==> src/rtl/icc_pkg.sv <==
`timescale 1ns/1ps
package icc_pkg;
    localparam int WORD_RELOAD = 0;
    localparam int WORD_MASK   = 1;
    localparam int WORD_CREDIT = 2;
    localparam int WORD_AMASK  = 3;
    localparam int WORD_LEFT   = 4;
    localparam int WORD_BITS   = 3;
    localparam int VEC_SPAN_B  = 5;   // 8 words of 4 bytes per vector

    localparam int CR_UNMASK_BIT = 16;
    localparam int CR_RELOAD_BIT = 17;

    typedef enum logic [1:0] {
        VS_IDLE = 2'd0,
        VS_HOLD = 2'd1,
        VS_FIRE = 2'd2
    } vstate_e;

    typedef struct packed {
        logic reload;
        logic mask;
        logic credit;
        logic amask;
    } vwr_s;
endpackage

==> src/rtl/icc_decode.sv <==
`timescale 1ns/1ps
module icc_decode
    import icc_pkg::*;
#(
    parameter int NVEC  = 4,
    localparam int VEC_W  = (NVEC > 1) ? $clog2(NVEC) : 1,
    localparam int ADDR_W = VEC_W + VEC_SPAN_B
) (
    input  logic              wr_en_i,
    input  logic [ADDR_W-1:0] addr_i,
    output vwr_s              wr_o [NVEC],
    output logic [VEC_W-1:0]  vsel_o,
    output logic [WORD_BITS-1:0] word_o
);
    assign vsel_o = addr_i[ADDR_W-1:VEC_SPAN_B];
    assign word_o = addr_i[VEC_SPAN_B-1:2];

    for (genvar v = 0; v < NVEC; v++) begin : g_dec
        logic hit;
        assign hit = wr_en_i && (vsel_o == VEC_W'(v));
        assign wr_o[v].reload = hit && (word_o == WORD_BITS'(WORD_RELOAD));
        assign wr_o[v].mask   = hit && (word_o == WORD_BITS'(WORD_MASK));
        assign wr_o[v].credit = hit && (word_o == WORD_BITS'(WORD_CREDIT));
        assign wr_o[v].amask  = hit && (word_o == WORD_BITS'(WORD_AMASK));
    end
endmodule

==> src/rtl/icc_vector.sv <==
`timescale 1ns/1ps
module icc_vector
    import icc_pkg::*;
#(
    parameter int TMR_W = 6,
    parameter int CNT_W = 16
) (
    input  logic             clk,
    input  logic             rst_n,
    input  logic             tick_i,
    input  logic             evt_i,
    input  vwr_s             wr_i,
    input  logic [31:0]      wdata_i,
    output logic             irq_o,
    output logic             mask_o,
    output logic             amsk_o,
    output logic [TMR_W-1:0] init_o,
    output logic [TMR_W-1:0] left_o,
    output logic [CNT_W-1:0] cnt_o
);
    localparam int SUM_W = CNT_W + 2;
    localparam logic [TMR_W-1:0] TMR_MAX = '1;
    localparam logic signed [SUM_W-1:0] CMAX =
        SUM_W'((longint'(1) << (CNT_W - 1)) - 1);
    localparam logic signed [SUM_W-1:0] CMIN = ~CMAX;

    vstate_e                 state_q, state_nxt;
    logic [TMR_W-1:0]        init_q, init_nxt, timer_q, timer_nxt;
    logic                    mask_q, mask_nxt, amsk_q, amsk_nxt;
    logic signed [CNT_W-1:0] count_q, count_nxt;
    logic signed [SUM_W-1:0] cur_w, ret_w, sum_w;
    logic                    reload_w, unmask_w, ret_en_w, fire_ok;

    // credit-word decode
    assign reload_w = wr_i.credit && wdata_i[CR_RELOAD_BIT];
    assign unmask_w = wr_i.credit && wdata_i[CR_UNMASK_BIT];
    assign ret_en_w = wr_i.credit && !(wdata_i[CR_RELOAD_BIT] && !wdata_i[CR_UNMASK_BIT]);

    always_comb begin
        init_nxt = init_q;
        if (wr_i.reload)
            init_nxt = (wdata_i > 32'(TMR_MAX)) ? TMR_MAX : wdata_i[TMR_W-1:0];
        mask_nxt = wr_i.mask ? wdata_i[0] : (unmask_w ? 1'b0 : mask_q);
        amsk_nxt = wr_i.amask ? wdata_i[0] : amsk_q;

        if (reload_w)                    timer_nxt = init_q;
        else if (tick_i && timer_q != '0) timer_nxt = timer_q - 1'b1;
        else                             timer_nxt = timer_q;

        cur_w = {{2{count_q[CNT_W-1]}}, count_q};
        ret_w = ret_en_w ? {{2{wdata_i[CNT_W-1]}}, wdata_i[CNT_W-1:0]} : '0;
        sum_w = cur_w + {{(SUM_W-1){1'b0}}, evt_i} - ret_w;
        if (sum_w > CMAX)      count_nxt = CMAX[CNT_W-1:0];
        else if (sum_w < CMIN) count_nxt = CMIN[CNT_W-1:0];
        else                   count_nxt = sum_w[CNT_W-1:0];

        fire_ok = (timer_nxt == '0) && !mask_nxt && (count_nxt > 0);
    end

    // next-state logic
    always_comb begin
        state_nxt = state_q;
        unique case (state_q)
            VS_HOLD: begin
                if (timer_nxt == '0) state_nxt = fire_ok ? VS_FIRE : VS_IDLE; // T_RAISE / T_EXPIRE
            end
            VS_IDLE: begin
                if (timer_nxt != '0) state_nxt = VS_HOLD;                       // T_RELOAD
                else if (fire_ok)    state_nxt = VS_FIRE;                       // T_RAISE
            end
            VS_FIRE: begin
                if (timer_nxt != '0) state_nxt = VS_HOLD;                       // T_RELOAD
                else if (!fire_ok)   state_nxt = VS_IDLE;                       // T_DROP
            end
            default: state_nxt = VS_IDLE;
        endcase
    end

    // state register and per-vector storage
    always_ff @(posedge clk or negedge rst_n) begin
        if (!rst_n) begin
            state_q <= VS_IDLE;
            init_q  <= '0;
            timer_q <= '0;
            mask_q  <= 1'b1;
            amsk_q  <= 1'b0;
            count_q <= '0;
        end else begin
            state_q <= state_nxt;
            init_q  <= init_nxt;
            timer_q <= timer_nxt;
            amsk_q  <= amsk_nxt;
            count_q <= count_nxt;
            mask_q  <= (state_nxt == VS_FIRE && state_q != VS_FIRE && amsk_nxt)
                       ? 1'b1 : mask_nxt;
        end
    end

    // outputs
    always_comb begin
        irq_o  = (state_q == VS_FIRE);
        mask_o = mask_q;
        amsk_o = amsk_q;
        init_o = init_q;
        left_o = timer_q;
        cnt_o  = count_q;
    end

    p_fire_cond_r9: assert property (@(posedge clk) disable iff (!rst_n)
        irq_o |-> (timer_q == '0 && count_q > 0));

    p_automask_r10: assert property (@(posedge clk) disable iff (!rst_n)
        ($rose(irq_o) && amsk_q) |-> mask_q);

    p_timer_step_r8: assert property (@(posedge clk) disable iff (!rst_n)
        (tick_i && timer_q != '0 && !reload_w) |=> (timer_q == $past(timer_q) - 1'b1));

    p_no_overflow_r5: assert property (@(posedge clk) disable iff (!rst_n)
        (count_q == CMAX[CNT_W-1:0] && !ret_en_w) |=> (count_q == CMAX[CNT_W-1:0]));

    p_masked_quiet_r4: assert property (@(posedge clk) disable iff (!rst_n)
        (mask_q && !wr_i.mask && !unmask_w) |=> !$rose(irq_o));
endmodule

==> src/rtl/icc_top.sv <==
`timescale 1ns/1ps
module icc_top
    import icc_pkg::*;
#(
    parameter int NVEC  = 4,
    parameter int TMR_W = 6,
    parameter int CNT_W = 16,
    localparam int VEC_W  = (NVEC > 1) ? $clog2(NVEC) : 1,
    localparam int ADDR_W = VEC_W + VEC_SPAN_B
) (
    input  logic              clk,
    input  logic              rst_n,
    input  logic              tick_i,
    input  logic [NVEC-1:0]   evt_i,
    input  logic              wr_en_i,
    input  logic [ADDR_W-1:0] addr_i,
    input  logic [31:0]       wdata_i,
    output logic [31:0]       rdata_o,
    output logic [NVEC-1:0]   irq_o
);
    vwr_s                 wr_v [NVEC];
    logic [VEC_W-1:0]     vsel;
    logic [WORD_BITS-1:0] word;
    logic [NVEC-1:0]      mask_v, amsk_v;
    logic [TMR_W-1:0]     init_v [NVEC];
    logic [TMR_W-1:0]     left_v [NVEC];
    logic [CNT_W-1:0]     cnt_v  [NVEC];
    logic [1:0]           unused_byte_lane;

    assign unused_byte_lane = addr_i[1:0];

    icc_decode #(.NVEC(NVEC)) u_dec (
        .wr_en_i (wr_en_i),
        .addr_i  (addr_i),
        .wr_o    (wr_v),
        .vsel_o  (vsel),
        .word_o  (word)
    );

    for (genvar v = 0; v < NVEC; v++) begin : g_vec
        icc_vector #(.TMR_W(TMR_W), .CNT_W(CNT_W)) u_vec (
            .clk     (clk),
            .rst_n   (rst_n),
            .tick_i  (tick_i),
            .evt_i   (evt_i[v]),
            .wr_i    (wr_v[v]),
            .wdata_i (wdata_i),
            .irq_o   (irq_o[v]),
            .mask_o  (mask_v[v]),
            .amsk_o  (amsk_v[v]),
            .init_o  (init_v[v]),
            .left_o  (left_v[v]),
            .cnt_o   (cnt_v[v])
        );
    end

    always_comb begin
        rdata_o = '0;
        if (int'(vsel) < NVEC) begin
            unique case (word)
                WORD_BITS'(WORD_RELOAD): rdata_o = 32'(init_v[vsel]);
                WORD_BITS'(WORD_MASK):   rdata_o = 32'(mask_v[vsel]);
                WORD_BITS'(WORD_CREDIT): rdata_o = 32'(cnt_v[vsel]);
                WORD_BITS'(WORD_AMASK):  rdata_o = 32'(amsk_v[vsel]);
                WORD_BITS'(WORD_LEFT):   rdata_o = 32'(left_v[vsel]);
                default:                 rdata_o = '0;
            endcase
        end
    end
endmodule

==> config.mk <==
export PLATFORM = sky130hd
export DESIGN_NAME = icc_top
export DESIGN_NICKNAME = d
export VERILOG_FILES = /design/src/rtl/icc_pkg.sv /design/src/rtl/icc_decode.sv /design/src/rtl/icc_vector.sv /design/src/rtl/icc_top.sv
export SDC_FILE = /design/constraint.sdc
export NUM_CORES = 1
export LEC_CHECK = 0
export BUFFER_PORTS_ARGS = -buffer_cell sky130_fd_sc_hd__buf_4
export CAP_MARGIN = 10
export CORE_MARGIN = 2
export CORE_UTILIZATION = 40
export CTS_BUF_LIST = sky130_fd_sc_hd__clkbuf_16
export CTS_CLUSTER_DIAMETER = 50
export CTS_CLUSTER_SIZE = 16
export DETAILED_ROUTE_END_ITERATION = 10
export GPL_TIMING_DRIVEN = 0
export PLACE_DENSITY_LB_ADDON = 0.05
export REMOVE_ABC_BUFFERS = 1
export SLEW_MARGIN = 5
export SYNTH_ARGS = -nofsm -noshare
export SYNTH_HDL_FRONTEND = slang
export SYNTH_SLANG_ARGS = --single-unit
==> constraint.sdc <==
create_clock -name clk -period 4.3 [get_ports clk]
set_input_delay 0.43 -clock clk [delete_from_list [all_inputs] [get_ports clk]]
set_output_delay 0.43 -clock clk [all_outputs]
set_load 0.02 [all_outputs]
Yosys cells after proc, flatten, opt, wreduce, memory -nomap -nowiden. Index checks and enable logic that the tools add are counted.

Register bits: 128. Input port bits: 47. Output and inout bits: 36. Word-level logic and storage cells: 231.

Add/sub/neg operators: 12. Order comparisons: 15. Eq/ne operators: 23. Muxes and demuxes: 79. Bitwise logic cells: 1. Reductions and logical operators: 77.

Operators by type and width (number): 16-bit two-way mux (10); 16-bit case mux with 5 select lines (1); 6-bit two-way mux (13); 18-bit by 16-bit greater-than comparator with 1-bit output (second input constant) (4); 18-bit by 16-bit < comparator with 1-bit output (second input constant) (4); 18-bit two-way mux (4); 18-bit subtractor (4); 16-bit by 2-bit adder with 17-bit output (4); 16-bit by 1-bit greater-than comparator with 1-bit output (second input constant) (4); 1-bit logical AND (53); 2-bit two-way mux (24); 6-bit nonzero test (8); 16-bit binary-select mux with 2-bit select (1); 32-bit by 6-bit greater-than comparator with 1-bit output (second input constant) (1); 6-bit binary-select mux with 2-bit select (2); 6-bit logical NOT (4); 2-bit case mux with 3 select lines (4); 6-bit by 1-bit subtractor with 6-bit output (second input constant) (4); 2-bit equality test (second input constant) (10); 1-bit two-way mux (18); 2-bit by 1-bit equality test with 1-bit output (second input constant) (5); 2-bit logical NOT (5); 2-bit != test (second input constant) (4); 3-bit by 2-bit equality test with 1-bit output (second input constant) (2); 8 further kinds (14).

Logic depth before layout (Yosys ltp).
Depth in word-level cells: 18. Gate-level depth with buffers: 18. Gate-level depth less buffers: 16.

By module. From an unflattened synthesis, not the netlist that was laid out.

Cells, all modules: 1480. Area, all modules: 12772.2 µm².

Modules (own cells, without submodules): icc_vector at g_vec[0].u_vec ... (instances 3, cells an instance 344, area an instance 2916.5 µm², seq. area each 802.0 µm²); icc_vector at g_vec[1].u_vec (instances 1, cells an instance 317, area an instance 2667.6 µm², seq. area each 802.0 µm²); icc_top (instances 1, cells an instance 103, area an instance 1194.9 µm², seq. area each 0.0 µm²); icc_decode (instances 1, cells an instance 28, area an instance 160.2 µm², seq. area each 0.0 µm²).

Least setup slack after synthesis. No wires, ideal clock.

Path kind: input to register. Start point: input port addr_i[4]. End point: register g_vec[3].u_vec.count_q[3]. Library setup time: 0.082 ns. Arrival: 4.106 ns. Data required time: 4.218 ns. Setup slack: 0.111 ns. Cell stages on the path: 16. Buffers on the path: 3. Cell sequence: clkbuf_1 > clkinv_1 > and3_1 > o21ai_0 > nor2_1 > clkbuf_1 > nand2_1 > fa_1 > a21o_1 > a221oi_1 > o211a_1 > nor2_1 > o311ai_1 > clkbuf_1 > a21oi_1 > o22ai_1.

Cells in the longest elaborated chain, start to end: 8. Elaborated cells between the ends (all ways): 9. Classes of those cells: add/sub: 1; order compare: 2; eq/ne: 1; mux: 3; reduce/logical: 2.

Ends and longest elaborated chain: from (decl) (line icc_top.sv:16) `input logic [ADDR_W-1:0] addr_i,`; 3-bit by 2-bit equality test with 1-bit output (*) (line icc_decode.sv:23) `assign wr_o[v].credit = hit && (word_o == WORD_BITS'(WORD_CREDIT));`; 1-bit logical AND (*) (line icc_decode.sv:23); 1-bit logical AND (*) (line icc_vector.sv:37) `assign ret_en_w = wr_i.credit && !(wdata_i[CR_RELOAD_BIT] && !wdata_i[CR_UNMASK_BIT]);`; 18-bit two-way mux (*) (line icc_vector.sv:51) `ret_w = ret_en_w ? {{2{wdata_i[CNT_W-1]}}, wdata_i[CNT_W-1:0]} : '0;`; 18-bit subtractor (*) (line icc_vector.sv:52) `sum_w = cur_w + {{(SUM_W-1){1'b0}}, evt_i} - ret_w;`; 18-bit by 16-bit < comparator with 1-bit output (line icc_vector.sv:54) `else if (sum_w < CMIN) count_nxt = CMIN[CNT_W-1:0];`; 16-bit two-way mux (line icc_vector.sv:54); 16-bit two-way mux (*) (line icc_vector.sv:53) `if (sum_w > CMAX) count_nxt = CMAX[CNT_W-1:0];`; via g_vec[3].u_vec.count_nxt[3] (line icc_vector.sv:30) `logic signed [CNT_W-1:0] count_q, count_nxt;`; to (signal assigned) (line icc_vector.sv:93) `count_q <= count_nxt;`; to (decl) (line icc_vector.sv:30).

The timed path passes the listed nets; every way through them passes the cells marked *. A chain may end at the register's enable or synchronous reset.

Final worst setup path.
Start point: input port addr_i[4]. End point: register g_vec[1].u_vec.mask_q.

Cells in the longest elaborated chain, start to end: 17. Elaborated cells between the ends (all ways): 36. Classes of those cells: add/sub: 1; order compare: 3; eq/ne: 4; mux: 15; reduce/logical: 13.

Ends and longest elaborated chain: 3-bit by 2-bit equality test with 1-bit output (line icc_decode.sv:23); 1-bit logical AND (line icc_decode.sv:23); 1-bit logical AND (line icc_vector.sv:37); 18-bit two-way mux (line icc_vector.sv:51); 18-bit subtractor (line icc_vector.sv:52); 18-bit by 16-bit < comparator with 1-bit output (line icc_vector.sv:54); 16-bit two-way mux (line icc_vector.sv:54); 16-bit two-way mux (line icc_vector.sv:53); 16-bit by 1-bit greater-than comparator with 1-bit output (line icc_vector.sv:57) `fire_ok = (timer_nxt == '0) && !mask_nxt && (count_nxt > 0);`; 1-bit logical AND (line icc_vector.sv:57); 2-bit two-way mux (on tied branches) (line icc_vector.sv:73, icc_vector.sv:65, icc_vector.sv:69); 2-bit two-way mux (on tied branches) (line icc_vector.sv:72, icc_vector.sv:65, icc_vector.sv:68); 2-bit case mux with 3 select lines (line icc_vector.sv:63) `unique case (state_q)`; 2-bit equality test (line icc_vector.sv:94) `mask_q <= (state_nxt == VS_FIRE && state_q != VS_FIRE && amsk_nxt)`; 1-bit logical AND (2 in a row) (line icc_vector.sv:94); 1-bit two-way mux (*) (line icc_vector.sv:95) `? 1'b1 : mask_nxt;`; to (signal assigned) (line icc_vector.sv:94); to (decl) (line icc_vector.sv:29) `logic mask_q, mask_nxt, amsk_q, amsk_nxt;`.

Every way passes the cells marked *; elsewhere a longest branch is shown, timed or not.

==> qor.txt <==
STATUS
------------------------------------------------------------------------------------------
Status ...................................................................... finished clean

STA
------------------------------------------------------------------------------------------
Maximum clock frequency .....................................................      243 MHz
Sum Neg Setup Slack .........................................................         0 ns
Final critical-path share of the clock period ...............................        95.9%
Number of slew-limit violations in the final report .........................            0
Setup Skew ..................................................................    0.0125 ns
Final number of setup-violating endpoints ...................................            0
Post-layout minimum cycle time ..............................................      4.12 ns
Final hold vios .............................................................            0
Worst-case headroom to the max-slew limit ...................................        35.1%
Transition time at the pin with the least slew margin .......................     0.958 ns

PWR
------------------------------------------------------------------------------------------
P per Cell Area .............................................................   824 nW/um2
Combinational share of power ................................................        64.1%
Pwr Total ...................................................................      11.1 mW
Sw Share ....................................................................        49.9%
Power Internal ..............................................................      5.57 mW
Max rail drop VDD ...........................................................     0.296 mV
Static Leak .................................................................      5.36 nW
Switching power total .......................................................      5.54 mW
Clock network power share ...................................................        14.0%
Part of the total power dissipated in sequential elements ...................        22.0%

SYNTHESIS
------------------------------------------------------------------------------------------
Synthesized cell area .......................................................   11,800 um2
Prevailing post-synth register cell .........................................      dfrtp_1
Number of instances in the synthesized netlist ..............................        1,422
Share of synthesized area occupied by flip-flops and latches ................        27.2%
Post-synthesis sequential element count .....................................          128
Proportion of register bits with asynchronous set or reset after synthesis ..         100%
Synth Area per Inst .........................................................     8.29 um2
Number of warning messages in the yosys log .................................            0
Synth cell types ............................................................           87
Number of enable-type register cells in the synthesized netlist .............            0

CLOCK NETWORK
------------------------------------------------------------------------------------------
Sink Count ..................................................................          128
Clock latency at the later pin of the worst-skew pair .......................      0.44 ns
Maximum count of clock buffers along a single path ..........................            2
CTS Hold Bufs ...............................................................            0
Number of H-tree levels .....................................................            4
CTS tree ....................................................................          yes
Root buf cell ...............................................................    clkbuf_16
Clock edge transition at the registers on the reported setup and hold paths .      0.07 ns
Clock buffers created by TritonCTS ..........................................           17

FINAL LAYOUT
------------------------------------------------------------------------------------------
Number of standard cells in the layout, taps in and fillers out .............        1,870
Most common cell after layout, fill and taps aside ..........................      nand2_1
Antenna cells ...............................................................            0
Highest-count cells in the layout ignoring fill and taps .................... nand2_1, nor2_1, a21oi_1
Layout Area Growth over Synthesis ...........................................        14.5%
Share of cells above drive strength 1 .......................................        14.4%
Number of nets in the finished design .......................................        1,608

GRT
------------------------------------------------------------------------------------------
First-pass GRT wire length ..................................................    58,200 um
Total Routing Usage GR ......................................................        24.6%
Number of global-route vias before repair ...................................       10,300
Antenna violations before repair ............................................            0
Total grt overflow ..........................................................            0
Pin count of the biggest net entering global routing ........................           77

DRT
------------------------------------------------------------------------------------------
Starting DRC count in detailed routing ......................................          849
Post-DR vias/cell ...........................................................         5.71
DRC violations left .........................................................            0
Pre-Repair DR Iteration Count ...............................................            7
Wire per inst ...............................................................      20.2 um
Antenna viol nets, final ....................................................            0
Overall via count from detail_route .........................................       10,700
Post-Route WL ...............................................................    37,700 um

DIE
------------------------------------------------------------------------------------------
Floorplan die height ........................................................       176 um
Die area ....................................................................   30,900 um2
Starting density of the core ................................................        40.8%
Width of the die ............................................................       176 um
# rows ......................................................................           62
CORE AREA ...................................................................   28,900 um2
Number of ports placed on the die boundary ..................................           83

SETUP PATH
------------------------------------------------------------------------------------------
Type of the worst setup path ................................................    in -> reg
FF-to-FF End ................................................................ g_vec[1].u_vec.mask_o
Number of cells traversed by the worst register-to-register path ............           13
CP Max Fanout ...............................................................           11
Origin of the critical flop-to-flop path .................................... g_vec[1].u_vec.cnt_o[0]
Required @ worst endpoint ...................................................      4.66 ns
Worst setup path endpoint ................................................... g_vec[1].u_vec.mask_o
Minimum setup slack among reg-to-reg paths ..................................      0.21 ns
Kind of capture point of the worst setup path ...............................    flip-flop
Data arrival time at the worst-slack endpoint ...............................      4.49 ns
CP Launch Type ..............................................................   input port
CP Launch Point .............................................................    addr_i[4]

PLACE
------------------------------------------------------------------------------------------
Final Wtd Congestion ........................................................        0.923
Number of buffers inserted by port buffering ................................           64
Detail Placement HPWL .......................................................    30,200 um
Dpl cells ...................................................................        1,821

FLOW RUN
------------------------------------------------------------------------------------------
Maximum Capacitance Violations ..............................................            0

HOLD PATH
------------------------------------------------------------------------------------------
Path class of the lowest-slack min-delay path ...............................  in -> async

==> what timing repair did <==
action / CTS / global route
cloned: 0 / 0
gates resized for setup: 25 / 25
setup endpoints to repair: 71 / 48
pin swaps: 6 / 3
buffers inserted: 10 / 7
hold endpoints to repair: 0 / 0
==> synthesized netlist by cell type, types with 4 or more instances <==
master / number / area, um2
or3_1: 6 / 37.5
nand4bb_1: 4 / 45.0
nand2_1: 151 / 567
nand4_1: 19 / 119
a211o_1: 6 / 52.6
or4_1: 5 / 37.5
a211oi_1: 16 / 120
o31ai_1: 9 / 67.6
a41oi_1: 5 / 43.8
a31oi_1: 17 / 106
nor4b_1: 5 / 43.8
nand3_1: 47 / 235
xor2_1: 44 / 385
buf_4: 20 / 150
nor2_1: 146 / 548
dfstp_2: 4 / 105
nand2b_1: 14 / 87.6
a2111oi_0: 4 / 35.0
nor3b_1: 5 / 37.5
a21o_1: 28 / 210
mux2i_1: 8 / 80.1
inv_1: 48 / 180
mux2_2: 9 / 101
o22ai_1: 4 / 25.0
a21oi_1: 143 / 716
dfrtp_1: 124 / 3100
fa_1: 4 / 80.1
ha_1: 84 / 1050
or2_2: 6 / 37.5
o211ai_1: 8 / 60.1
o21bai_1: 4 / 30.0
o21ai_0: 86 / 430
nand4b_1: 4 / 35.0
clkbuf_1: 41 / 154
and2_1: 26 / 163
and4_1: 5 / 43.8
nor2b_1: 13 / 81.3
mux4_2: 30 / 676
nand3b_1: 6 / 45.0
nor4_1: 14 / 87.6
o21a_1: 19 / 143
nor3_1: 24 / 120
and3_1: 22 / 138
xnor2_1: 68 / 596
==> area by class of cell <==
cell class	count	area, um2
well taps	384	480
fillers	2942	15400
repair buffers	83	686
inverters	49	188
multi-input cells	1194	8330
flip-flops and latches	128	3210
clock buffers	17	425
clock inverters	15	185
==> worst min path at each step <==
stage | start | endpoint | slack (ns) | depth (start not counted)
2_1_floorplan | rst_n | g_vec[0].u_vec.amsk_o | 0.13 | 0
3_3_place_gp | g_vec[2].u_vec.state_q[0] | g_vec[2].u_vec.state_q[0] | 0.46 | 1
3_5_place_dp | g_vec[2].u_vec.state_q[0] | g_vec[2].u_vec.state_q[0] | 0.47 | 1
4_1_cts | rst_n | g_vec[3].u_vec.left_o[1] | 0.04 | 1
5_1_grt | rst_n | g_vec[3].u_vec.left_o[1] | 0.08 | 1
6_report | rst_n | g_vec[3].u_vec.left_o[1] | 0.002 | 1
==> metrics by stage <==
| stage | hold WS, ns | util (%) | instance area [um2] | worst slack, ns |
|---|---|---|---|---|
| after detailed placement | 0.472 | 43.4 | 12500 | -2.04 |
| final | 0.00183 | 46.8 | 13500 | 0.178 |
| after global placement | 0.462 | 43.2 | 12500 | -2.51 |
| after global routing | 0.0812 | 46.8 | 13500 | -0.00319 |
| after floorplan | 0.134 | - | 11500 | -0.433 |
| after CTS | 0.0426 | 46.2 | 13300 | 0.0536 |
==> flip-flops by register name (all words and copies together) (netlist names) <==
signal               count
g_vec.u_vec.cnt_o       64
g_vec.u_vec.init_o      24
g_vec.u_vec.left_o      24
g_vec.u_vec.state_q      8
g_vec.u_vec.amsk_o       4
g_vec.u_vec.mask_o       4
==> layer usage <==
layer | vias up | GRT usage, % | part of all wire (%)
met1 | 5159 | 35.3 | 48
met2 | 239 | 39.9 | 46
met4 | 0 | 5.44 | 1.4
met5 | - | 0 | 0
li1 | 5257 | - | -
met3 | 29 | 3.01 | 4.4
==> cells by family after synthesis <==
logic type / after synthesis / synth area share [%]
and+or+nand+nor: 535 / 22.3
AOI/OAI and AO/OA: 395 / 20.8
DFF: 128 / 27.2
buffers and inverters: 115 / 4.37
xor gates and xnor gates: 112 / 8.32
adders and majority gates: 88 / 9.60
muxes: 48 / 7.40
other: 1 / 0.0318
==> critical path, stage by stage <==
cell	delay, ns
buf_4	0.16
clkinv_1	0.19
and3_2	0.35
o21ai_2	0.21
nor2_4	0.20
buf_4	0.18
nand2_1	0.06
ha_1	0.39
and2_1	0.21
o21ai_0	0.12
o21ba_2	0.30
a31oi_1	0.17
o311ai_1	0.83
a41oi_2	0.35
a31o_2	0.32
==> power groups by stage <==
stage          Sequential, mW  Combinational (mW)  Clock, mW
4_1_cts                  2.42                6.82       1.58
3_3_place_gp             2.43                6.62          0
3_5_place_dp             2.44                6.64          0
6_report                 2.44                7.12       1.55
5_1_grt                  2.51                7.92       1.62
2_1_floorplan            2.13                5.10          0
Note: power is estimated with default switching activity, not from simulation.
